===== src/rtl/dma_ctrl.sv =====
module dma_ctrl #(
  parameter int NCH = 2,
  parameter int AW = 16,
  parameter logic [3:0] IPAGE = 4'hF,
  localparam int CHW = (NCH > 1) ? $clog2(NCH) : 1,
  localparam int RAW = CHW + 3
) (
  input  logic           clk,
  input  logic           rst_n,
  input  logic           nmi,
  input  logic [NCH-1:0] dreq_n,
  input  logic           reg_we,
  input  logic [RAW-1:0] reg_addr,
  input  logic [AW-1:0]  reg_wdata,
  output logic [AW-1:0]  reg_rdata,
  output logic           bus_req,
  output logic [CHW-1:0] bus_ch,
  output logic [AW-1:0]  bus_src,
  output logic [AW-1:0]  bus_dst,
  output logic [1:0]     bus_size,
  output logic           bus_single,
  input  logic           bus_ack
);
  // control word: 0 en, 1 end, 2 src step, 3 dst step, 5:4 size, 6 single, 7 ext, 8 edge
  logic [AW-1:0]  src [NCH];
  logic [AW-1:0]  dst [NCH];
  logic [AW-1:0]  cnt [NCH];
  logic [8:0]     ctl [NCH];
  logic [NCH-1:0] pend, dreq_q;
  logic           dme, nmif, aef, busy, any, bad;
  logic [CHW-1:0] act, pick;
  logic [AW-1:0]  step, pstep;

  wire [CHW-1:0] wch  = reg_addr[RAW-2:2];
  wire [1:0]     widx = reg_addr[1:0];
  wire           wop  = reg_addr[RAW-1];

  always_comb begin
    any  = 1'b0;
    pick = '0;
    for (int c = NCH - 1; c >= 0; c--) begin
      if (ctl[c][0] && !ctl[c][1] && cnt[c] != '0 &&
          (!ctl[c][7] || (ctl[c][8] ? pend[c] : !dreq_n[c]))) begin
        any  = 1'b1;
        pick = CHW'(c);
      end
    end
  end

  always_comb begin
    pstep = AW'(1) << ctl[pick][5:4];
    bad = (ctl[pick][5:4] == 2'd3)
       || ((src[pick] & (pstep - 1'b1)) != '0)
       || (!ctl[pick][6] && ((dst[pick] & (pstep - 1'b1)) != '0))
       || (ctl[pick][6] && src[pick][AW-1 -: 4] == IPAGE);
  end

  assign step       = AW'(1) << ctl[act][5:4];
  assign bus_req    = busy;
  assign bus_ch     = act;
  assign bus_src    = src[act];
  assign bus_dst    = dst[act];
  assign bus_size   = ctl[act][5:4];
  assign bus_single = ctl[act][6];

  wire go = !busy && dme && !nmif && !aef && any;

  always_comb begin
    if (wop) reg_rdata = AW'({aef, nmif, dme});
    else begin
      case (widx)
        2'd0:    reg_rdata = src[wch];
        2'd1:    reg_rdata = dst[wch];
        2'd2:    reg_rdata = cnt[wch];
        default: reg_rdata = AW'(ctl[wch]);
      endcase
    end
  end

  always_ff @(posedge clk or negedge rst_n) begin
    if (!rst_n) begin
      for (int c = 0; c < NCH; c++) begin
        src[c] <= '0;
        dst[c] <= '0;
        cnt[c] <= '0;
        ctl[c] <= '0;
      end
      pend   <= '0;
      dreq_q <= '1;
      dme    <= 1'b0;
      nmif   <= 1'b0;
      aef    <= 1'b0;
      busy   <= 1'b0;
      act    <= '0;
    end else begin
      dreq_q <= dreq_n;
      if (reg_we) begin
        if (wop) begin
          dme <= reg_wdata[0];
          if (!reg_wdata[1]) nmif <= 1'b0;
          if (!reg_wdata[2]) aef <= 1'b0;
        end else if (widx == 2'd3) begin
          ctl[wch] <= {reg_wdata[8:2], ctl[wch][1] & reg_wdata[1], reg_wdata[0]};
        end else if (!ctl[wch][0]) begin
          case (widx)
            2'd0:    src[wch] <= reg_wdata;
            2'd1:    dst[wch] <= reg_wdata;
            default: cnt[wch] <= reg_wdata;
          endcase
        end
      end
      if (nmi) nmif <= 1'b1;
      if (busy) begin
        if (bus_ack) begin
          busy <= 1'b0;
          if (ctl[act][2]) src[act] <= src[act] + step;
          if (ctl[act][3]) dst[act] <= dst[act] + step;
          cnt[act] <= cnt[act] - 1'b1;
          if (cnt[act] == AW'(1)) ctl[act][1] <= 1'b1;
        end
      end else if (go) begin
        if (bad) aef <= 1'b1;
        else begin
          busy       <= 1'b1;
          act        <= pick;
          pend[pick] <= 1'b0;
        end
      end
      for (int c = 0; c < NCH; c++)
        if (ctl[c][7] && ctl[c][8] && dreq_q[c] && !dreq_n[c]) pend[c] <= 1'b1;
    end
  end

  AST_REQ_HOLD: assert property (@(posedge clk) disable iff (!rst_n)
    busy && !bus_ack |=> busy && $stable(act));
  AST_START_GATED: assert property (@(posedge clk) disable iff (!rst_n)
    busy && !$past(busy) |-> $past(dme && !nmif && !aef));
  AST_NMI_SETS_FLAG: assert property (@(posedge clk) disable iff (!rst_n)
    nmi |=> nmif);
  AST_NO_INTERNAL_SINGLE: assert property (@(posedge clk) disable iff (!rst_n)
    busy && bus_single |-> bus_src[AW-1 -: 4] != IPAGE);

  for (genvar g = 0; g < NCH; g++) begin : g_chk
    AST_CNT_LOCKED: assert property (@(posedge clk) disable iff (!rst_n)
      $past(ctl[g][0]) && !$past(busy) |-> $stable(cnt[g]));
  end
endmodule


===== config.mk =====
export PLATFORM = sky130hd
export DESIGN_NAME = dma_ctrl
export DESIGN_NICKNAME = d
export VERILOG_FILES = /design/src/rtl/dma_ctrl.sv
export SDC_FILE = /design/constraint.sdc
export NUM_CORES = 1
export LEC_CHECK = 0
export CAP_MARGIN = 20
export CELL_PAD_IN_SITES_DETAIL_PLACEMENT = 2
export CELL_PAD_IN_SITES_GLOBAL_PLACEMENT = 2
export CORE_MARGIN = 1.5
export CORE_UTILIZATION = 40
export CTS_CLUSTER_DIAMETER = 80
export DETAILED_ROUTE_END_ITERATION = 8
export PLACE_DENSITY = 0.95
export SETUP_SLACK_MARGIN = 0.15
export SLEW_MARGIN = 0
export SYNTH_ARGS = -nofsm -noshare
export SYNTH_HDL_FRONTEND = slang
export SYNTH_SLANG_ARGS = --single-unit
export TNS_END_PERCENT = 50

===== constraint.sdc =====
create_clock -name clk -period 5.05 [get_ports clk]
set_input_delay 1.01 -clock clk [delete_from_list [all_inputs] [get_ports clk]]
set_output_delay 1.01 -clock clk [all_outputs]
set_load 0.02 [all_outputs]

Word level (Yosys, flattened, before mapping)
Cells that the tools add are included.
- logic and storage cells: 207
- output and inout bits: 53
- register bits after elaboration: 123
- input bits: 27
- shift-type cells: 2
- bitwise gates (word level): 11
- equal/unequal tests: 11
- order comparisons: 7
- $add $sub $neg: 4
- muxes and demuxes: 105
- reduce and logical (&&, ||, !) cells: 51
- operator list (cell ; count):
    32-bit 2-to-1 mux ; 23
    16-bit 2-to-1 mux ; 27
    32-bit bitwise mux ; 6
    18-bit 2-to-1 mux ; 6
    16-bit nonzero test ; 4
    16-bit one-hot mux with 3 select lines ; 1
    7-bit 2-to-1 mux ; 6
    9-bit 2-to-1 mux ; 4
    16-bit adder ; 2
    16-bit bitwise AND ; 2
    16-bit demux with 1-bit select ; 2
    1-bit by 2-bit << shifter with 16-bit output (first input constant) ; 2
    16-bit by 1-bit subtractor with 16-bit output (second input constant) ; 2
    1-bit 2-to-1 mux ; 22
    1-bit logical AND ; 21
    18-bit bitwise mux ; 1
    9-bit demux with 1-bit select ; 2
    18-bit bitwise OR ; 1
    16-bit by 1-bit == test with 1-bit output (second input constant) ; 1
    3-bit AND reduction ; 4
    1-bit zero test ; 10
    2-bit 2-to-1 mux ; 4
    2-bit by 1-bit != test with 1-bit output (second input constant) ; 4
    2-bit nonzero test ; 4
    other kinds (18) ; 30

Logic depth before layout (Yosys ltp)
- depth after elaboration: 21
- mapped depth: 15
- depth with buffers taken out: 11

Worst setup path before layout
Ideal clock, no wire load.
- kind: input to output
- from: in reg_addr[0]
- to: out reg_rdata[7]
- setup slack: 1.508 ns
- data required time: 4.040 ns
- data arrival time: 2.532 ns
- cell stages on the path: 5
- path buffers: 3
- cells stage by stage: buf_2 -> buf_1 -> clkbuf_1 -> o21ai_0 -> a221oi_1
- longest elaborated chain between the ends: 3
- elaborated cells on any way between the ends: 5
- those cells by class: eq/ne (2); mux (2); reduce/logical (1)
- ends and longest elaborated chain (item ; RTL line ; source):
    from (decl) ; 13 ; input logic [RAW-1:0] reg_addr,
    2-bit == test (tied with other cells) ; 71 ; case (widx)
    16-bit one-hot mux with 3 select lines (*) ; 71 ;
    16-bit 2-to-1 mux (*) ; 69 ; if (wop) reg_rdata = AW'({aef, nmif, dme});
    to (decl) ; 15 ; output logic [AW-1:0] reg_rdata,
Mark *: on every way between the ends. The rest lies on a longest branch, timed or not.

Worst setup path in the final report
- from: in reg_addr[1]
- to: out reg_rdata[4]
The elaborated chain is that of the path after synthesis.

==> flow_summary.json <==
{
  "synth-edff-count": 0,
  "grt_pass1_vias": 9159,
  "fin_nets": 1002,
  "min_period_ns": 4.65,
  "clockRootBuffer": "clkbuf_16",
  "fmax_mhz": 215,
  "hold_viol": 0,
  "register_area_sq_mm": 0.00308,
  "status": "completed",
  "cts_resized": 0,
  "setup_violations": 0,
  "async_reset_ff_share_pct": 100,
  "cts_tree": "built",
  "port_buffers": 79,
  "synth.ff_latch_count": 123,
  "grt_max_degree": 75,
  "routed_wl_microns": 39800,
  "power.leakage_nw": 4.74,
  "setup_tns_ns": 0,
  "place_congestion": 0.872,
  "max_slew.worst_pin.slew_ns": 1.07,
  "ys_types": 70,
  "synth-main-ff-cell": "dfrtp_1",
  "dr.first_iter.drc_count": 792,
  "firstDrtPassIters": 7,
  "peakVddDrop_mv": 0.337,
  "max_cap_viol_count": 0,
  "yosysSeqAreaShare_pct": 35.3,
  "fin_util_pct": 49.6,
  "worstPathMaxFanout": 15,
  "power_density_mw_per_mm2": 621,
  "antenna_found_initial": 0,
  "cts_buffers": 17,
  "htree_num_levels": 4,
  "ctsLongestPathBuffers": 2,
  "fillers": 2171,
  "multi_input_area_sq_mm": 0.00534,
  "vias": 8405,
  "cts_sinks": 123,
  "grt.total_usage_pct": 35.5,
  "die_area_sq_mm": 0.0227,
  "grt_setup_unrepaired": "no",
  "avgSynthCellArea_sq_um": 9.71,
  "insertion_delay_ns": 0.44,
  "hold_path_class": "input pin to async pin",
  "synth_top_area_cell": "dfrtp_1",
  "syn_nets": 938,
  "required_ns": 4.04,
  "worstSetupStartpointType": "input pin",
  "routedWlPerCell_microns": 31.8,
  "end_kind": "output pin",
  "post-route-period-util_pct": 92.2,
  "ios": 80,
  "num_antenna_cells": 0,
  "drc": 0,
  "fin_area_sq_mm": 0.0105,
  "synth_top_area_share_pct": 34.7,
  "overflow": 0,
  "worst_slew_margin_rel_pct": 28.2,
  "setup.worst_path.class": "input pin to output pin",
  "ys_warn_count": 0,
  "die_w_microns": 151,
  "rows": 53,
  "ant_nets": 0,
  "fp.dieH_microns": 151,
  "synth_cells": 899,
  "grt_pass1_wl_microns": 59500,
  "clk_pin_slew_ns": 0.06,
  "synth_top_cells_by_area": "dfrtp_1 (35%), mux2_2 (14%), mux2i_1 (13%), o21ai_0 (3.8%), nand2_1 (3.5%)",
  "fin_skew_ns": 0.0134,
  "post_cts_buffers": 0,
  "dpl-instance-area_sq_mm": 0.00974,
  "coreArea_sq_mm": 0.0212,
  "dp.final_hpwl_microns": 25700,
  "critical_path_arrival_ns": 3.64,
  "initial_utilization_pct": 41.2,
  "routed_via_density": 6.72,
  "ctsHoldBuffers": 0,
  "drv_slew": 0,
  "netlist_area_sq_mm": 0.00873,
  "drive_gt1_share_pct": 18.4,
  "area_delta_synth_final_pct": 20.6
}
cells in the final DEF (no fill, tap or decap), types with 15 or more instances in the layout:
| cell | n |
|---|---|
| dfrtp_1 | 120 |
| inv_1 | 16 |
| mux2i_1 | 110 |
| nand3_1 | 17 |
| buf_4 | 18 |
| clkdlybuf4s50_1 | 76 |
| xnor2_1 | 19 |
| a22oi_1 | 21 |
| mux2_2 | 106 |
| nand2_1 | 81 |
| a21oi_1 | 35 |
| clkbuf_16 | 17 |
| nor3_1 | 15 |
| xor2_1 | 22 |
| o21ai_0 | 66 |
| nor2_1 | 48 |
critical path, cell delays in order:
cell and delay (ns):
clkdlybuf4s50_1 0.64, buf_4 0.30, nor2_1 0.14, a22o_1 0.26, a22oi_1 0.32, a21oi_1 0.15
o21ba_2 0.28, clkdlybuf4s50_1 0.53
routing by layer:
layer	track usage, %	part of all wire [%]	up-vias
met2	58.9	49	467
met4	18.0	4.4	0
met3	7.36	7.0	131
met5	0	0	-
met1	43.6	39	4364
li1	-	-	3443
cells in the mapped netlist, types with 8 or more instances:
cell      instances
a211oi_1         10
a21o_1            8
a21oi_1          35
a22oi_1          21
buf_2            18
clkbuf_1         27
dfrtp_1         121
ha_1             10
inv_1            16
mux2_2          106
mux2i_1         110
nand2_1          81
nand3_1          17
nand4_1          10
nor2_1           48
nor2b_1          11
nor3_1           15
o21ai_0          66
o22a_1            8
xnor2_1          19
xor2_1           22
final cells by class:
class                           count  share of cell area (%)
Clock buffer                       21                    4.47
Sequential cell                   123                    29.3
Timing Repair Buffer              100                    9.65
Clock inverter                     11                    2.03
Multi-Input combinational cell    704                    50.7
Inverter                           17                   0.606
Tap cell                          275                    3.27
worst paths after layout:
path / from / endpoint / slack, ns / depth (start not counted)
worst max-delay path: reg_addr[1] / reg_rdata[4] / 0.40 / 8
worst min-delay path: rst_n / cnt[4] / 0.48 / 1
worst max register to register: bus_ch / src[26] / 0.91 / 11
worst min register to register: pend[1] / pend[1] / 0.51 / 1
max in group asynchronous: rst_n / async pin / 3.53 / 3
min in group clk: pend[1] / pend[1] / 0.51 / 1
stage by stage:
stage	setup WS, ns	total power [W]	hold WS [ns]	cells
after floorplan	1.51	0.00359	0.466	899
after global placement	0.668	0.00454	0.480	1215
after detailed placement	0.496	0.00479	0.490	1215
after CTS	0.472	0.00645	0.520	1247
after global routing	0.285	0.00678	0.496	1251
final	0.396	0.00654	0.484	1251
power by group:
| group | total (W) | internal (W) | switching (W) |
|---|---|---|---|
| Combinational | 0.00310 | 0.00133 | 0.00178 |
| Sequential | 0.00195 | 0.00132 | 0.000629 |
| Clock | 0.00148 | 0.000965 | 0.000516 |
| Total | 0.00654 | 0.00362 | 0.00292 |
kinds of logic (layout without fill, tap and decap cells):
kind of cell / after synthesis / count (layout) / share of synthesized area (%)
buffers and inverters: 72 / 149 / 3.61
AO/OA/AOI/OAI: 200 / 200 / 14.8
XOR/XNOR: 41 / 41 / 4.11
multiplexers: 220 / 220 / 27.3
adder cells (fa/ha/maj): 12 / 12 / 1.89
flip-flops: 123 / 123 / 35.3
AND/OR/NAND/NOR: 231 / 231 / 13.0
Note: power is estimated with default switching activity, not from simulation.
